$ cat config.mk
export PLATFORM = sky130hd
export DESIGN_NAME = jdec_counter
export DESIGN_NICKNAME = d
export VERILOG_FILES = /design/src/rtl/jdec_pkg.sv /design/src/rtl/jdec_sync.sv /design/src/rtl/jdec_rst_hold.sv /design/src/rtl/jdec_adv.sv /design/src/rtl/jdec_ring.sv /design/src/rtl/jdec_decode.sv /design/src/rtl/jdec_counter.sv
export SDC_FILE = /design/constraint.sdc
export NUM_CORES = 1
export LEC_CHECK = 0
export ABC_AREA = 0
export CORE_MARGIN = 2
export CORE_UTILIZATION = 45
export DETAILED_ROUTE_END_ITERATION = 10
export PLACE_DENSITY = 0.87
export REMOVE_ABC_BUFFERS = 1
export SLEW_MARGIN = 20
export SYNTH_ARGS = -nofsm -noshare
export SYNTH_HDL_FRONTEND = slang
export SYNTH_SLANG_ARGS = --single-unit
$ cat constraint.sdc
create_clock -name clk_i -period 3.6 [get_ports clk_i]
set_clock_uncertainty 0.1 [all_clocks]
set_input_delay 0.54 -clock clk_i [delete_from_list [all_inputs] [get_ports clk_i]]
set_output_delay 0.54 -clock clk_i [all_outputs]
set_load 0.01 [all_outputs]
$ cat src/rtl/jdec_pkg.sv
package jdec_pkg;
    localparam int STAGES     = 5;
    localparam int NOUT       = 2 * STAGES;
    localparam int SYNC_DEPTH = 2;
    localparam int HOLD_LEN   = SYNC_DEPTH + 1;

    typedef struct packed {
        logic a_p;
        logic b_p;
    } edge_st_t;
endpackage

$ cat src/rtl/jdec_sync.sv
module jdec_sync #(
    parameter int W     = 2,
    parameter int DEPTH = 2
) (
    input  logic         clk_i,
    input  logic         rst_i,
    input  logic [W-1:0] in_i,
    output logic [W-1:0] out_o
);
    logic [DEPTH-1:0][W-1:0] pipe_d, pipe_q;

    always_comb begin
        pipe_d[0] = in_i;
        for (int i = 1; i < DEPTH; i++) begin
            pipe_d[i] = pipe_q[i-1];
        end
    end

    always_ff @(posedge clk_i or posedge rst_i) begin
        if (rst_i) pipe_q <= '0;
        else       pipe_q <= pipe_d;
    end

    assign out_o = pipe_q[DEPTH-1];
endmodule

$ cat src/rtl/jdec_rst_hold.sv
module jdec_rst_hold #(
    parameter int LEN = 3
) (
    input  logic clk_i,
    input  logic rst_i,
    output logic hold_o
);
    logic [LEN-1:0] hold_d, hold_q;

    always_comb begin
        hold_d = {hold_q[LEN-2:0], 1'b0};
    end

    always_ff @(posedge clk_i or posedge rst_i) begin
        if (rst_i) hold_q <= '1;
        else       hold_q <= hold_d;
    end

    assign hold_o = hold_q[LEN-1];
endmodule

$ cat src/rtl/jdec_adv.sv
module jdec_adv
    import jdec_pkg::*;
(
    input  logic clk_i,
    input  logic rst_i,
    input  logic hold_i,
    input  logic a_s_i,
    input  logic b_s_i,
    output logic adv_o
);
    edge_st_t st_d, st_q;
    logic     rise_a, fall_b;

    always_comb begin
        st_d.a_p = a_s_i;
        st_d.b_p = b_s_i;
        rise_a   = a_s_i & ~st_q.a_p & ~b_s_i;
        fall_b   = ~b_s_i & st_q.b_p & a_s_i;
        adv_o    = ~hold_i & (rise_a | fall_b);
    end

    always_ff @(posedge clk_i or posedge rst_i) begin
        if (rst_i) st_q <= '0;
        else       st_q <= st_d;
    end
endmodule

$ cat src/rtl/jdec_ring.sv
module jdec_ring #(
    parameter int N = 5
) (
    input  logic         clk_i,
    input  logic         rst_i,
    input  logic         adv_i,
    input  logic         load_i,
    input  logic [N-1:0] load_val_i,
    output logic [N-1:0] ring_o
);
    typedef struct packed {
        logic [N-1:0] stg;
    } ring_st_t;

    ring_st_t     r_d, r_q;
    logic [N-1:0] shifted;

    always_comb begin
        shifted    = {r_q.stg[N-2:0], ~r_q.stg[N-1]};
        shifted[2] = r_q.stg[1] & (r_q.stg[0] | r_q.stg[2]);
        r_d        = r_q;
        if (load_i)     r_d.stg = load_val_i;
        else if (adv_i) r_d.stg = shifted;
    end

    always_ff @(posedge clk_i or posedge rst_i) begin
        if (rst_i) r_q <= '0;
        else       r_q <= r_d;
    end

    assign ring_o = r_q.stg;
endmodule

$ cat src/rtl/jdec_decode.sv
module jdec_decode #(
    parameter int N = 5,
    localparam int M = 2 * N
) (
    input  logic [N-1:0] ring_i,
    output logic [M-1:0] dec_o,
    output logic         carry_n_o
);
    for (genvar k = 0; k < M; k++) begin : g_out
        if (k == 0) begin : g_first
            assign dec_o[k] = ~ring_i[N-1] & ~ring_i[0];
        end else if (k < N) begin : g_fill
            assign dec_o[k] = ring_i[k-1] & ~ring_i[k];
        end else if (k == N) begin : g_full
            assign dec_o[k] = ring_i[N-1] & ring_i[0];
        end else begin : g_drain
            assign dec_o[k] = ~ring_i[k-N-1] & ring_i[k-N];
        end
    end

    assign carry_n_o = ~ring_i[N-1];
endmodule

$ cat src/rtl/jdec_counter.sv
module jdec_counter
    import jdec_pkg::*;
(
    input  logic              clk_i,
    input  logic              mr_i,
    input  logic              step_a_i,
    input  logic              step_b_i,
    input  logic              tst_load_en_i,
    input  logic [STAGES-1:0] tst_load_val_i,
    output logic [NOUT-1:0]   dec_o,
    output logic              carry_n_o
);
    logic [1:0]        steps_s;
    logic              hold;
    logic              adv;
    logic [STAGES-1:0] ring_q;

    jdec_sync #(.W(2), .DEPTH(SYNC_DEPTH)) u_sync (
        .clk_i (clk_i),
        .rst_i (mr_i),
        .in_i  ({step_b_i, step_a_i}),
        .out_o (steps_s)
    );

    jdec_rst_hold #(.LEN(HOLD_LEN)) u_hold (
        .clk_i  (clk_i),
        .rst_i  (mr_i),
        .hold_o (hold)
    );

    jdec_adv u_adv (
        .clk_i  (clk_i),
        .rst_i  (mr_i),
        .hold_i (hold),
        .a_s_i  (steps_s[0]),
        .b_s_i  (steps_s[1]),
        .adv_o  (adv)
    );

    jdec_ring #(.N(STAGES)) u_ring (
        .clk_i      (clk_i),
        .rst_i      (mr_i),
        .adv_i      (adv),
        .load_i     (tst_load_en_i),
        .load_val_i (tst_load_val_i),
        .ring_o     (ring_q)
    );

    jdec_decode #(.N(STAGES)) u_dec (
        .ring_i    (ring_q),
        .dec_o     (dec_o),
        .carry_n_o (carry_n_o)
    );
endmodule

==> results.cfg <==
[global_route]
met3_usage = 0.0333
grt_usage = 0.150
grt-ovfl-total = 0
grt_max_degree = 15
grt_pass1_wl_um = 1590
use_met1 = 0.168
antenna_found_initial = 0
grt-busiest-layer = met2
global_route.usage.met2 = 0.262
grt_pass1_vias = 402

[drt]
drt-initial-drc-count = 2
ant_nets = 0
routedWlPerCell_um = 10.9
wl_um = 977
drc_errors = 0
first_pass_iters = 2
vias_per_cell = 5.01
vias = 451

[layout]
fin_nets = 86
num_antenna_cells = 0
syn2layout_area_growth_pct = 40.6
final_cell_area_um2 = 836
drive_gt1_frac = 0.147

[clocking]
root_buffer = clkbuf_4
clk_path_buf_depth = 2
clock_latency_ns = 0.27
htree_num_levels = 1
cts_buffers = 3
path_clk_slew_ns = 0.08
cts_tree = done
cts.sinks = 14
hold_buffers = 0
post_cts_resized = 0
cts_setup_buffers = 0

[critical_path]
cp.depth = 2
r2r_setup_slack_ns = 2.29
crit_required_ns = 2.96
path_max_fanout = 7
crit_path_start_kind = register
startpoint = u_ring.ring_o[0]
slowest_stage = clkdlybuf4s50_1
ff2ff_path_depth = 3
r2r-end = u_ring.ring_o[2]
crit_path_cell_trace = nor2b_1 > clkdlybuf4s50_1
cp.arrival_ns = 1.41
r2r-start = u_sync.out_o[1]
critPathBufInv = 1
cpPeakStageDelay_ns = 0.54
worst_setup_path_end_kind = output port
criticalPathCategory = reg -> out
cp-endpoint = dec_o[1]
critical-path-top-delay-family = buffers and inverters

[synthesis]
synth.avg_cell_area_um2 = 11.4
async_flop_share = 1.00
syn_inst = 52
synth_seq_cells = 14
yosysWarnings = 0
synth_top_family_by_area = simple AND/OR/NAND/NOR gates
synth-simple-area-share = 0.238
synth-xor-area-share = 0
yosys.area_share.adder = 0
synth_cell_type_count = 18
syn_area_um2 = 594
synth-edff-count = 0
synth_compound_area_frac = 0.141
synth_ff_type = dfrtp_1
muxShareOfSynthArea = 0
yosysSeqAreaShare = 0.596

[sta]
finalHoldViolCount = 0
setup_slack_ns = 1.55
rsz0062_at_grt = false
fin_crit_sh = 0.569
setup-violations-final = 0
tns_ns = 0
fin_crit_ns = 2.05
slew-limit-headroom = 0.665
slew_viol_final = 0
fmax_mhz = 488
worst_slew_pin_slew_ns = 0.501

[outcome]
status = finished clean

[floorplanning]
die_y_um = 40.3
start_util = 0.468
die_area_um2 = 1630
ios = 21
rows = 13
chipWidth_um = 40.3
core_um2 = 1270

[placed_design]
routabilityCongestion = 0.665
pre_cts_ws_ns = 1.85
place_area_um2 = 810
hpwl_um = 762
numPortBuffers = 20

[hold_path]
hold_class = reg -> reg

[power_and_ir_drop]
p_leak_uw = 0.000337
irDropWorstVdd_mv = 0.202
p_per_area_nw_per_um2 = 403

[run]
cap_violations = 0
[through the flow]
stage,hold WS [ns],std cells,power (uW),util
after CTS,0.259,90,344,0.659
after floorplan,0.231,51,213,-
after detailed placement,0.240,86,254,0.638
final,0.256,90,336,0.659
after global routing,0.263,90,362,0.659
after global placement,0.236,86,252,0.638
[registers in the layout (all words and copies together) (netlist names)]
| name | cells |
|---|---|
| u_hold.hold_q | 3 |
| u_adv.st_q | 2 |
| u_sync.out_o | 2 |
| u_sync.pipe_d | 2 |
| u_ring.ring_o | 5 |
[metal layers]
metal,routed length [um],up-vias
li1,-,221
met1,403,210
met2,503,18
met3,54,2
met4,17,0
met5,0,-
[cell usage in the layout, fill, tap and decap left out]
| cell type | instances |
|---|---|
| a21oi_1 | 4 |
| a31oi_1 | 5 |
| and2_1 | 1 |
| and2b_2 | 1 |
| clkbuf_1 | 1 |
| clkbuf_4 | 3 |
| clkdlybuf4s50_1 | 20 |
| conb_1 | 1 |
| dfrtp_1 | 11 |
| dfstp_2 | 3 |
| inv_1 | 2 |
| nand2_1 | 1 |
| nand2b_1 | 1 |
| nor2_1 | 2 |
| nor2b_1 | 11 |
| nor3_2 | 1 |
| nor3b_4 | 1 |
| o21ai_1 | 4 |
| o31ai_2 | 1 |
| or3b_4 | 1 |
[where the power goes]
part / switching [uW] / internal [uW] / leakage, uW
Combinational: 27.1 / 43.0 / 0.000163
Sequential: 10.7 / 169 / 0.000158
Clock: 43.4 / 42.9 / 0.0000150
Total: 81.3 / 255 / 0.000337
[cells by family (layout without fill, tap and decap cells)]
group                  after synthesis  count (layout)
other                                1               1
AOI/OAI and AO/OA                   14              14
DFF                                 14              14
and+or+nand+nor                     20              20
buffers and inverters                3              26
[worst min path at each step]
stage / start / end / slack (ns) / depth (start not counted)
final: u_sync.pipe_d[2] / u_sync.out_o[0] / 0.26 / 0
after global routing: u_sync.pipe_d[2] / u_sync.out_o[0] / 0.26 / 0
after CTS: u_sync.pipe_d[2] / u_sync.out_o[0] / 0.26 / 0
after detailed placement: u_sync.pipe_d[2] / u_sync.out_o[0] / 0.24 / 0
after global placement: u_sync.pipe_d[2] / u_sync.out_o[0] / 0.24 / 0
after floorplan: u_sync.pipe_d[2] / u_sync.out_o[0] / 0.23 / 0
[final cells by class]
class,instances,area [um^2]
fillers,111,433
flip-flops and latches,14,354
multi-input cells,35,229
repair buffers,20,200
clock buffers,4,26.3
well taps,15,18.8
inverters,2,7.51
[Yosys cell counts (2+ instances only)]
cell / count / share of area
dfrtp_1: 11 / 0.46
inv_1: 2 / 0.013
a21oi_1: 4 / 0.034
dfstp_2: 3 / 0.13
a31oi_1: 5 / 0.053
nor2b_1: 11 / 0.12
o21ai_1: 4 / 0.034
nor2_1: 2 / 0.013
Note: power is estimated with default switching activity, not from simulation.
